## src/rtl/dm_cache.sv

```systemverilog
module dm_cache #(
  parameter int ADDR_W      = 32,
  parameter int LINES       = 8,
  parameter int LINE_WORDS  = 4,
  parameter int WRITE_BACK  = 1,
  parameter int WT_ALLOCATE = 1,
  parameter int WBUF_DEPTH  = 4
) (
  input  logic              clk,
  input  logic              rst_n,
  input  logic              cpu_req,
  input  logic              cpu_we,
  input  logic [ADDR_W-1:0] cpu_addr,
  input  logic [31:0]       cpu_wdata,
  output logic              cpu_stall,
  output logic [31:0]       cpu_rdata,
  output logic              mem_req,
  output logic              mem_we,
  output logic [ADDR_W-1:0] mem_addr,
  output logic [31:0]       mem_wdata,
  input  logic              mem_ready,
  input  logic [31:0]       mem_rdata
);
  localparam int WSEL_W = $clog2(LINE_WORDS);
  localparam int OFF_W  = WSEL_W + 2;
  localparam int IDX_W  = $clog2(LINES);
  localparam int TAG_W  = ADDR_W - IDX_W - OFF_W;
  localparam int PTR_W  = $clog2(WBUF_DEPTH);
  localparam int CNT_W  = $clog2(WBUF_DEPTH + 1);
  localparam bit WB     = (WRITE_BACK != 0);
  localparam bit ALLOC  = (WT_ALLOCATE != 0);
  localparam logic [WSEL_W-1:0] LAST = WSEL_W'(LINE_WORDS - 1);

  typedef enum logic [1:0] {S_IDLE, S_MISS, S_EVICT, S_FILL} state_t;
  state_t state;

  logic [TAG_W-1:0] tags [LINES];
  logic [31:0]      data [LINES*LINE_WORDS];
  logic [LINES-1:0] valid, dirty;
  logic [WSEL_W-1:0] beat;
  logic [TAG_W-1:0] m_tag;
  logic [IDX_W-1:0] m_idx;

  logic [TAG_W-1:0]  a_tag;
  logic [IDX_W-1:0]  a_idx;
  logic [WSEL_W-1:0] a_word;
  logic hit, needs_fill, accept, line_wr, push, pop, unused_bits;

  assign a_tag       = cpu_addr[ADDR_W-1 -: TAG_W];
  assign a_idx       = cpu_addr[OFF_W +: IDX_W];
  assign a_word      = cpu_addr[2 +: WSEL_W];
  assign unused_bits = ^cpu_addr[1:0];
  assign hit         = valid[a_idx] && (tags[a_idx] == a_tag);
  assign needs_fill  = !hit && (!cpu_we || WB || ALLOC);
  assign cpu_rdata   = data[{a_idx, a_word}];

  // write buffer
  logic [ADDR_W-1:0] fb_addr [WBUF_DEPTH];
  logic [31:0]       fb_data [WBUF_DEPTH];
  logic [PTR_W-1:0]  wr_ptr, rd_ptr;
  logic [CNT_W-1:0]  fb_cnt;
  logic fb_empty, fb_full;

  assign fb_empty = (fb_cnt == '0);
  assign fb_full  = (fb_cnt == CNT_W'(WBUF_DEPTH));

  function automatic logic [PTR_W-1:0] nxt(input logic [PTR_W-1:0] p);
    return (p == PTR_W'(WBUF_DEPTH - 1)) ? '0 : p + 1'b1;
  endfunction

  always_comb begin
    if (!cpu_req)                    cpu_stall = 1'b0;
    else if (state != S_IDLE)        cpu_stall = 1'b1;
    else if (needs_fill)             cpu_stall = 1'b1;
    else if (cpu_we && !WB && fb_full) cpu_stall = 1'b1;
    else                             cpu_stall = 1'b0;
  end

  assign accept  = cpu_req && !cpu_stall;
  assign line_wr = accept && cpu_we && hit;
  assign push    = accept && cpu_we && !WB;
  assign pop     = !fb_empty && mem_ready && (state == S_IDLE || state == S_MISS);

  always_comb begin
    mem_req   = !fb_empty;
    mem_we    = 1'b1;
    mem_addr  = fb_addr[rd_ptr];
    mem_wdata = fb_data[rd_ptr];
    case (state)
      S_EVICT: begin
        mem_req   = 1'b1;
        mem_addr  = {tags[m_idx], m_idx, beat, 2'b00};
        mem_wdata = data[{m_idx, beat}];
      end
      S_FILL: begin
        mem_req  = 1'b1;
        mem_we   = 1'b0;
        mem_addr = {m_tag, m_idx, beat, 2'b00};
      end
      default: ;
    endcase
  end

  always_ff @(posedge clk or negedge rst_n) begin
    if (!rst_n) begin
      state <= S_IDLE;
      valid <= '0;
      dirty <= '0;
      beat  <= '0;
      m_tag <= '0;
      m_idx <= '0;
    end else begin
      case (state)
        S_IDLE: begin
          if (cpu_req && needs_fill) begin
            state <= S_MISS;
            m_tag <= a_tag;
            m_idx <= a_idx;
          end else if (line_wr && WB) begin
            dirty[a_idx] <= 1'b1;
          end
        end
        S_MISS: begin
          beat <= '0;
          if (WB && valid[m_idx] && dirty[m_idx]) begin
            state <= S_EVICT;
          end else if (fb_empty) begin
            state        <= S_FILL;
            valid[m_idx] <= 1'b0;
          end
        end
        S_EVICT: if (mem_ready) begin
          beat <= beat + 1'b1;
          if (beat == LAST) begin
            state        <= S_FILL;
            beat         <= '0;
            valid[m_idx] <= 1'b0;
          end
        end
        S_FILL: if (mem_ready) begin
          beat <= beat + 1'b1;
          if (beat == LAST) begin
            state        <= S_IDLE;
            valid[m_idx] <= 1'b1;
            dirty[m_idx] <= 1'b0;
          end
        end
        default: state <= S_IDLE;
      endcase
    end
  end

  always_ff @(posedge clk) begin
    if (state == S_FILL && mem_ready) begin
      data[{m_idx, beat}] <= mem_rdata;
      if (beat == LAST) tags[m_idx] <= m_tag;
    end else if (line_wr) begin
      data[{a_idx, a_word}] <= cpu_wdata;
    end
  end

  always_ff @(posedge clk) begin
    if (push) begin
      fb_addr[wr_ptr] <= cpu_addr;
      fb_data[wr_ptr] <= cpu_wdata;
    end
  end

  always_ff @(posedge clk or negedge rst_n) begin
    if (!rst_n) begin
      wr_ptr <= '0;
      rd_ptr <= '0;
      fb_cnt <= '0;
    end else begin
      if (push) wr_ptr <= nxt(wr_ptr);
      if (pop)  rd_ptr <= nxt(rd_ptr);
      fb_cnt <= fb_cnt + CNT_W'(push) - CNT_W'(pop);
    end
  end

  AST_BUF_BOUND: assert property (@(posedge clk) disable iff (!rst_n)
    fb_cnt <= CNT_W'(WBUF_DEPTH));
  AST_FILL_AFTER_DRAIN: assert property (@(posedge clk) disable iff (!rst_n)
    (mem_req && !mem_we) |-> fb_empty);
  AST_MEM_HOLD: assert property (@(posedge clk) disable iff (!rst_n)
    (mem_req && !mem_ready) |=> (mem_req && $stable(mem_addr) && $stable(mem_we)));
  AST_FILL_ORDER: assert property (@(posedge clk) disable iff (!rst_n)
    (state == S_FILL && mem_ready && beat != LAST) |=> (state == S_FILL && beat == $past(beat) + 1'b1));
  AST_VALID_ON_LAST: assert property (@(posedge clk) disable iff (!rst_n)
    (state == S_FILL && mem_ready && beat == LAST) |=> (valid[$past(m_idx)] && !dirty[$past(m_idx)]));
  AST_INVALID_WHILE_FILL: assert property (@(posedge clk) disable iff (!rst_n)
    (state == S_FILL) |-> !valid[m_idx]);
  AST_WB_WRITES_ON_EVICT: assert property (@(posedge clk) disable iff (!rst_n)
    (WB && mem_req && mem_we) |-> (state == S_EVICT));
endmodule

```

## config.mk

```make
export PLATFORM = sky130hd
export DESIGN_NAME = dm_cache
export DESIGN_NICKNAME = d
export VERILOG_FILES = /design/src/rtl/dm_cache.sv
export SDC_FILE = /design/constraint.sdc
export NUM_CORES = 1
export LEC_CHECK = 0
export BUFFER_PORTS_ARGS = -buffer_cell sky130_fd_sc_hd__buf_2
export CAP_MARGIN = 20
export CORE_AREA = 5 5 429 473
export DETAILED_ROUTE_END_ITERATION = 16
export DIE_AREA = 0 0 434 478
export GPL_TIMING_DRIVEN = 0
export PLACE_DENSITY = 0.51
export SLEW_MARGIN = 20
export SYNTH_ARGS = -nofsm -noshare
export SYNTH_HDL_FRONTEND = slang
export SYNTH_SLANG_ARGS = --single-unit
```

## constraint.sdc

```tcl
create_clock -name clk -period 4.8 [get_ports clk]
set_input_delay 0 -clock clk [delete_from_list [all_inputs] [get_ports clk]]
set_output_delay 0 -clock clk [all_outputs]
set_load 0.03 [all_outputs]
```

Word-level counts from Yosys, hierarchy flattened
Memories as Yosys holds them, arrays and structs flattened.
Cells that the tools add are included.
Operators by class
  $add $sub $neg: 2
  $lt $le $gt $ge: 4
  equality and inequality tests: 15
  mux-type cells: 52
  bitwise gates (word level): 5
  reductions and logical operators: 27
Operators with widths (number)
  8-bit two-way mux: 10
  32-bit two-way mux: 2
  32-bit case mux with 2 select lines: 1
  32-bit OR reduction: 1
  25-bit equality test: 1
  8-bit case mux with 3 select lines: 1
  2-bit two-way mux: 10
  1-bit two-way mux: 19
  8-bit AND: 2
  8-bit OR: 2
  8-bit case mux with 2 select lines: 1
  2-bit != test, second input constant: 7
  1-bit logical AND: 11
  1-bit binary-select mux with 3-bit select: 3
  3-bit by 4-bit less-than comparator with 1-bit output, second input constant: 2
  8-bit inverter: 1
  2-bit case mux with 4 select lines: 1
  7-bit AND reduction: 1
  1-bit demux with 3-bit select: 2
  2-bit equality test, second input constant: 3
  3-bit by 1-bit >= comparator with 1-bit output, second input constant: 2
  2-bit case mux with 3 select lines: 1
  6-bit AND reduction: 1
  5-bit two-way mux: 1
  other kinds (15): 19
Word-level totals
  register bits: 51
  RAM bits: 1224
  bits of input ports: 101
  logic and storage cells: 114
  memories: 2
Memory list
  data: words 32, bits a word 32, rd ports 2, clocked after memory_dff 0, wr ports 1, RTL line 38  | logic [31:0] data [LINES*LINE_WORDS];
  tags: words 8, bits a word 25, rd ports 2, clocked after memory_dff 0, wr ports 1, RTL line 37  | logic [TAG_W-1:0] tags [LINES];

Depth between registers and ports, before layout
Gate-level depths: netlist of run 1.
  word-level depth: 15
  depth in mapped cells: 14
  gate-level depth less buffers: 8

Worst setup path before layout of run 1
OpenSTA, ideal clock, no wires.
  kind: register to register
  start: memory tags[3][8] in the netlist's numbering
  end: memory data[12][0] (enable)
  library setup time: 470 ps
  arrival time: 4598 ps
  required time: 4330 ps
  path slack: -268 ps
  cell stages (with the launch flop): 9
  path buffers: 1
  clock period less this slack: 5068 ps
  cells stage by stage: edfxtp_1 > mux2_1 > a2111oi_1 > nor3_1 > nor4b_2 > and3_1 > nand4_2 > clkbuf_1 > o31ai_1
RTL lines (RTL line)
  from (decl): 37
  to (decl): 38

Final worst setup path of run 1
  start: register beat[1]
  end: output mem_wdata[0]
On the way
  cells in the longest elaborated chain, start to end: 2
Ends and longest elaborated chain
  from (decl): RTL line 40  | logic [WSEL_W-1:0] beat;
  from (signal assigned): RTL line 133  | beat <= beat + 1'b1;
  from (signal assigned): RTL line 141  | beat <= beat + 1'b1;
  memory read 32 x 32 bit
  32-bit two-way mux: RTL line 89  | case (state)
  to (decl): RTL line 20  | output logic [31:0] mem_wdata,
No other way between the ends. The select of a mux whose other input is x is not followed.

==> results of run 1 <==
-- what timing repair did --
action / 4_1_cts / 5_1_grt
endpoints found under the hold margin: 530 / 0
hold buffers: 69 / 0
gates resized for setup: 23 / 10
endpoints found under the setup margin: 881 / 208
buffers inserted: 29 / 16
pin swaps: 14 / 6
-- path summary, 6_finish.rpt --
kind	startpoint	end	slack, ns	cells after the start
max in group asynchronous	rst_n	m_tag[12]$_DFFE_PN0P_	4.07	5
hold / removal	cpu_wdata[22]	data[14][22]$_DFFE_PP_	0.02	2
min in group asynchronous	rst_n	m_idx[0]$_DFFE_PN0P_	0.21	4
setup / recovery	beat[1]$_DFFE_PN0P_	mem_wdata[0]	-0.06	7
setup reg to reg	beat[1]$_DFFE_PN0P_	data[2][14]$_DFFE_PP_	0.02	9
hold reg to reg	fb_cnt[2]$_DFF_PN0_	fb_cnt[2]$_DFF_PN0_	0.48	1
-- placed cells by master, fill, tap and decap left out, types with 11 or more instances in the layout --
master,instances
a21oi_1,44
a221oi_1,31
a22oi_1,270
buf_1,13
buf_12,11
buf_2,253
buf_4,53
buf_6,82
buf_8,73
clkbuf_1,110
clkbuf_16,145
clkbuf_2,67
clkinv_1,30
clkinv_2,19
dfrtp_1,51
dlygate4sd3_1,68
edfxtp_1,1224
inv_1,22
mux2_2,63
mux2_4,19
mux2i_1,88
mux4_2,536
nand2_1,91
nand4_1,62
nor2_1,44
o21ai_0,40
o31ai_4,32
xor2_1,18
-- layer usage --
layer / track usage [%] / vias to the layer above / share of wire (%)
met1: 29.5 / 20600 / 38
met4: 9.69 / 2 / 5.2
met5: 0 / - / 0.0050
li1: - / 14700 / -
met2: 35.7 / 2608 / 46
met3: 5.50 / 567 / 11
-- report_power, final --
group          switching, mW  internal, mW  total [mW]  leakage (nW)
Sequential             0.428          12.8        13.2          11.6
Clock                   4.81          5.84        10.7          2.15
Combinational           8.65          4.10        12.8          9.18
-- critical path, stage by stage (launching register included) --
cell	delay, ns
dfrtp_1	0.38
clkbuf_1	0.80
clkbuf_2	0.68
clkbuf_2	0.73
mux4_2	0.41
a22oi_1	0.21
nand4_1	0.46
buf_2	0.35
-- area by class of cell --
type,instances,area share [%]
clock buffer,177,5.25
sequential,1275,53.2
tap,2595,4.54
inverter,25,0.131
multi-input combinational,1545,28.1
clock inverter,70,0.971
antenna,4,0.0140
timing repair buffer,464,5.97
buffer,250,1.82
-- cell families (layout without fill, tap and decap cells) --
group / after synthesis / count (layout) / synth area share (%)
compound gates: 510 / 510 / 6.35
xor+xnor: 21 / 21 / 0.313
fa+ha+maj: 7 / 7 / 0.149
buf+inv: 276 / 986 / 2.05
flops: 1275 / 1275 / 64.7
mux: 715 / 715 / 23.9
other cells: 1 / 6 / 0.00638
simple gates: 290 / 290 / 2.57
-- flip-flops by register name, summed over array words and instances (netlist names), named ones only --
register / cells
tags: 200
m_idx: 3
data: 1024
m_tag: 25
beat: 2
dirty: 8
fb_cnt: 3
state: 2
==> results.txt, run 1 <==
status - complete, but fails checks
failing checks - negative setup slack
initial antenna violation count - 11
fill cell count - 18300
Clk Latency, worst-skew pair - 0.82 ns
Routed wire per std cell - 37.3 um
CTS tree - built
# Max-Cap Violations - 0
max-slew violation count - 0
dpl cell area - 0.0659 mm2
Initial DRT Pass Iterations - 6
warnings from Yosys - 0
Remaining Overflow, GRT - 0
Clock Sinks - 1275
synth cell count leaders - edfxtp_1 (1224), mux4_2 (536), a22oi_1 (270)
crit start category - flop
cell taking the most area after synthesis - edfxtp_1
CP required - 4.80 ns
Worst Skew - 0.0620 ns
Area Growth Syn to Fin - 21.6%
Final TNS setup - -0.0791 ns
# rows - 171
finished layout cell area - 0.0715 mm2
dpl ws - -1.15 ns
Total Routing Usage GR - 22.5%
H-tree depth - 4
Syn Area/Cell - 19.0 um2
Sequential Area - 0.0380 mm2
largest net degree at the start of global routing - 34
total power - 36.7 mW
Main synth FF type - edfxtp_1
GPL Wtd Cong - 0.862
Async SR Flop Fraction - 4.00%
Static Leakage - 22.9 nW
hold crit path type - in2reg
Multi-input gate area - 0.0201 mm2
Slew @ Worst Pin - 1.22 ns
fmax - 0.206 GHz
Setup WS post-layout - -0.0555 ns
top post-synthesis cells by area - edfxtp_1 (62%), mux4_2 (21%), a22oi_1 (3.4%)
Setup crit end kind - primary output
Horiz. Die Dim - 434 um
Mapped Cells - 3095
Hold Fails Final Rpt - 0
Crit path arrival time - 4.86 ns
global-route wire length before repair - 319000 um
count of cell types in the netlist - 76
final setup violation count - 2
Hold Slack - 0.0225 ns
FF+latch count, synth - 1275
initial core utilization - 29.9%
synthesized area - 0.0588 mm2
Port Buffers - 191
die area - 0.207 mm2
Core Footprint - 0.197 mm2
number of synthesized flops with an enable pin - 1224
layout cells sized above 1 - 37.3%
Max FO, Critical Path - 10
cts bufs inserted - 144
io pins - 200
DP Wirelength - 165000 um
clock transition at the registers of the reported paths - 0.06 ns
placed cells - 6040
min cycle time layout - 4.86 ns
Vias - 38500
antenna viol nets, final - 0
routed wire length - 239000 um
power per cell area - 512 mW/mm2
Post-Layout Cell Count - 6405
initial DRC count - 5662
relative slew slack - 18.6%
most frequent cell after synthesis - edfxtp_1
Residual DRC - 0
RSZ-0062 raised after global routing - no
CTS Buffer Depth - 3
Final Util - 36.3%
Seq/Total Area, Yosys - 64.7%
vias in the first global route - 37400
Yosys top cell area share - 62.5%
Via density - 6.01
die height - 478 um
kind of critical path - reg2out
final net count - 3813
root buf cell - clkbuf_16
Tcrit/Tclk final - 101%
Worst VDD drop - 0.479 mV
Power figures use the tool's default switching activity.
==> inputs of run 2 (changes only) <==
--- a/config.mk
+++ b/config.mk
@@ -7,9 +7,9 @@
 export LEC_CHECK = 0
 export BUFFER_PORTS_ARGS = -buffer_cell sky130_fd_sc_hd__buf_2
 export CAP_MARGIN = 20
-export CORE_AREA = 5 5 429 473
+export CORE_AREA = 5 5 403 504
 export DETAILED_ROUTE_END_ITERATION = 16
-export DIE_AREA = 0 0 434 478
+export DIE_AREA = 0 0 408 509
 export GPL_TIMING_DRIVEN = 0
 export PLACE_DENSITY = 0.51
 export SLEW_MARGIN = 20
==> run 2 against run 1 <==
Global-route usage up 0.060 points. Sequential share of layout area is 0.060 points lower. Register-to-register slack worse by 0.07 ns. Die area increased by 0.11%. Worst hold slack improved by 0.031 ns. Final cell count is essentially flat. Largest power group unchanged. Maximum frequency shrank 0.27%. Worst setup slack worse by 0.013 ns. Final area rose by 0.11%. The flow still finishes with violations (negative setup slack). Non-clock buffer count shrank 9. Clock skew decreased by 0.011 ns. Sequential power about the same.
==> results.txt, run 2 (synthesis results as in run 1) <==
max-slew violation count - 0 (unchanged)
H-tree depth - 4 (unchanged)
min cycle time layout - 4.87 ns (+0.0131 ns)
RSZ-0062 raised after global routing - no
Vias - 38300 (-0.50%)
Via density - 5.98 (-0.56%)
dpl cell area - 0.0658 mm2 (-0.20%)
Largest delay share family, worst path - buffers and inverters
total power - 37.1 mW (+1.2%)
power per cell area - 518 mW/mm2 (+1.1%)
fmax - 0.205 GHz (-0.27%)
kind of critical path - reg2out
# Max-Cap Violations - 0 (unchanged)
Total Routing Usage GR - 22.6% (+0.060 points)
antenna viol nets, final - 0 (unchanged)
Worst Skew - 0.0508 ns (-0.0113 ns)
Setup WS post-layout - -0.0686 ns (-0.0131 ns)
CP Depth - 7 (unchanged)
root buf cell - clkbuf_16
routed metal-1 wirelength - 92600 um (+2.4%)
DP Wirelength - 166000 um (+0.65%)
commonest non-fill, non-tap cell in the layout - edfxtp_1
largest registers - data (1024), tags (200), m_tag (25)
Setup crit end kind - primary output
initial antenna violation count - 10 (-1)
finished layout cell area - 0.0716 mm2 (+0.11%)
met3 wire length - 24200 um (-3.5%)
Hold Fails Final Rpt - 0 (unchanged)
vias in the first global route - 37900 (+1.3%)
Area Growth Syn to Fin - 21.8%
die height - 509 um (+6.5%)
initial core utilization - 29.7% (-0.15 points)
fill cell count - 18400 (+0.59%)
relative slew slack - 16.5% (-2.1 points)
GPL Wtd Cong - 0.858 (-0.49%)
routed wire length - 240000 um (+0.52%)
global-route wire length before repair - 322000 um (+0.97%)
Routed wire per std cell - 37.5 um (+0.45%)
Static Leakage - 22.9 nW (about the same)
cts bufs inserted - 147 (+2.1%)
CTS tree - built
dpl ws - -1.01 ns (+0.134 ns)
die area - 0.208 mm2 (+0.11%)
slowest stage cell, crit path - clkbuf_1
final net count - 3807 (-0.16%)
max FFs per register - 1024 (unchanged)
status - complete, but fails checks
failing checks - negative setup slack
CTS Buffer Depth - 3 (unchanged)
commonest cells after routing, fill and taps aside - edfxtp_1 (1224), mux4_2 (536), a22oi_1 (270), buf_2 (251), clkbuf_16 (148)
Tcrit/Tclk final - 101% (+0.27 points)
Remaining Overflow, GRT - 0 (unchanged)
CP dominant cell by count - clkbuf_1
Clk Latency, worst-skew pair - 0.82 ns (about the same)
Worst VDD drop - 0.489 mV (+2.1%)
Residual DRC - 0 (unchanged)
Reg power frac - 35.8% (-0.3 points)
top sig layer - met5
Slew @ Worst Pin - 1.25 ns (+0.0282 ns)
P_sw - 14.0 mW (+1.1%)
Core Footprint - 0.198 mm2 (+0.51%)
crit start category - flop
CP required - 4.80 ns (about the same)
Crit path arrival time - 4.87 ns (about the same)
delay of the slowest critical-path stage - 0.95 ns (+0.15 ns)
Max FO, Critical Path - 10 (unchanged)
layout cells sized above 1 - 36.6% (-0.64 points)
final setup violation count - 10 (+8)
hold crit path type - in2reg
Horiz. Die Dim - 408 um (-6.0%)
reg2reg path depth - 9 (unchanged)
initial DRC count - 5610 (-0.92%)
routed length on met2 - 112000 um (+0.94%)
hold depth - 2 (unchanged)
clock transition at the registers of the reported paths - 0.06 ns (about the same)
Pint - 23.0 mW (+1.2%)
Port Buffers - 191 (unchanged)
largest register by flop count - data
Buf/Inv on CP - 4 (unchanged)
Clock Sinks - 1275 (unchanged)
Clock power frac - 29.6% (+0.5 points)
Combinational Power Share - 34.7% (about the same)
io pins - 200 (unchanged)
Initial DRT Pass Iterations - 8 (+2)
critical-path cell list - clkbuf_1 > clkbuf_1 > clkbuf_1 > mux4_2 > a22oi_1 > nand4_1 > buf_2
largest net degree at the start of global routing - 33 (-2.9%)
# rows - 183 (+7.0%)
Final TNS setup - -0.394 ns (-0.315 ns)
Net Sw Frac - 37.9% (about the same)
-- run 2: layout make-up --
type	instances	area, um2	area share [%]
Tap cell	2590	3240	4.52
Inverter	25	93.8	0.131
Multi-Input combinational cell	1545	20100	28.1
Buffer	250	1280	1.78
Sequential cell	1275	38000	53.1
Clock buffer	179	3840	5.36
Antenna cell	4	10.0	0.0140
Timing Repair Buffer	455	4190	5.85
Clock inverter	86	810	1.13
-- run 2: per-stage QoR --
step,util (%),hold slack [ns],instances
3_3_place_gp,31.8,0.261,5877
6_report,36.2,0.0537,6409
5_1_grt,36.2,0.0497,6405
2_1_floorplan,-,-0.296,3096
4_1_cts,36.1,0.00309,6403
3_5_place_dp,33.2,-0.0161,6032
-- run 2: final timing paths --
kind                                           from                      to  slack (ns)
worst min-delay path                  cpu_wdata[30]  data[17][30]$_DFFE_PP_        0.05
worst max register to register  beat[1]$_DFFE_PN0P_   data[14][6]$_DFFE_PP_       -0.05
worst max-delay path            beat[1]$_DFFE_PN0P_            mem_wdata[2]       -0.07
worst min register to register  fb_cnt[2]$_DFF_PN0_     fb_cnt[2]$_DFF_PN0_        0.48
max in group asynchronous                     rst_n     fb_cnt[0]$_DFF_PN0_        4.33
min in group asynchronous                     rst_n   m_tag[14]$_DFFE_PN0P_        0.24
-- run 2: worst reg2reg max path, stage by stage (launching register included) --
cell and delay [ns]:
dfrtp_1 0.38, clkbuf_1 0.66, clkbuf_2 0.66, clkbuf_1 0.75
nor3b_1 1.08, nand2_1 0.24, o31ai_4 0.12, buf_6 0.24
buf_8 0.20, buf_6 0.23
-- run 2: what timing repair did --
item | in CTS | in global routing
setup endpoints to repair | 802 | 196
pin swaps | 7 | 1
gates resized for setup | 13 | 14
hold endpoints to repair | 660 | 0
hold buffers | 91 | 0
setup buffers | 16 | 1
-- run 2: layer usage --
layer | track usage (%) | vias up
met2 | 36.3 | 2451
met4 | 9.08 | 2
met1 | 29.2 | 20700
met5 | 0 | -
li1 | - | 14700
met3 | 6.01 | 520
-- run 2: power groups by stage --
stage | registers (mW) | clock network (mW) | logic [mW]
after global placement | 13.5 | 0 | 12.3
final | 13.3 | 11.0 | 12.9
after floorplan | 13.3 | 0 | 6.99
after CTS | 13.3 | 11.1 | 12.7
after detailed placement | 13.5 | 0 | 12.5
after global routing | 13.3 | 11.5 | 13.1
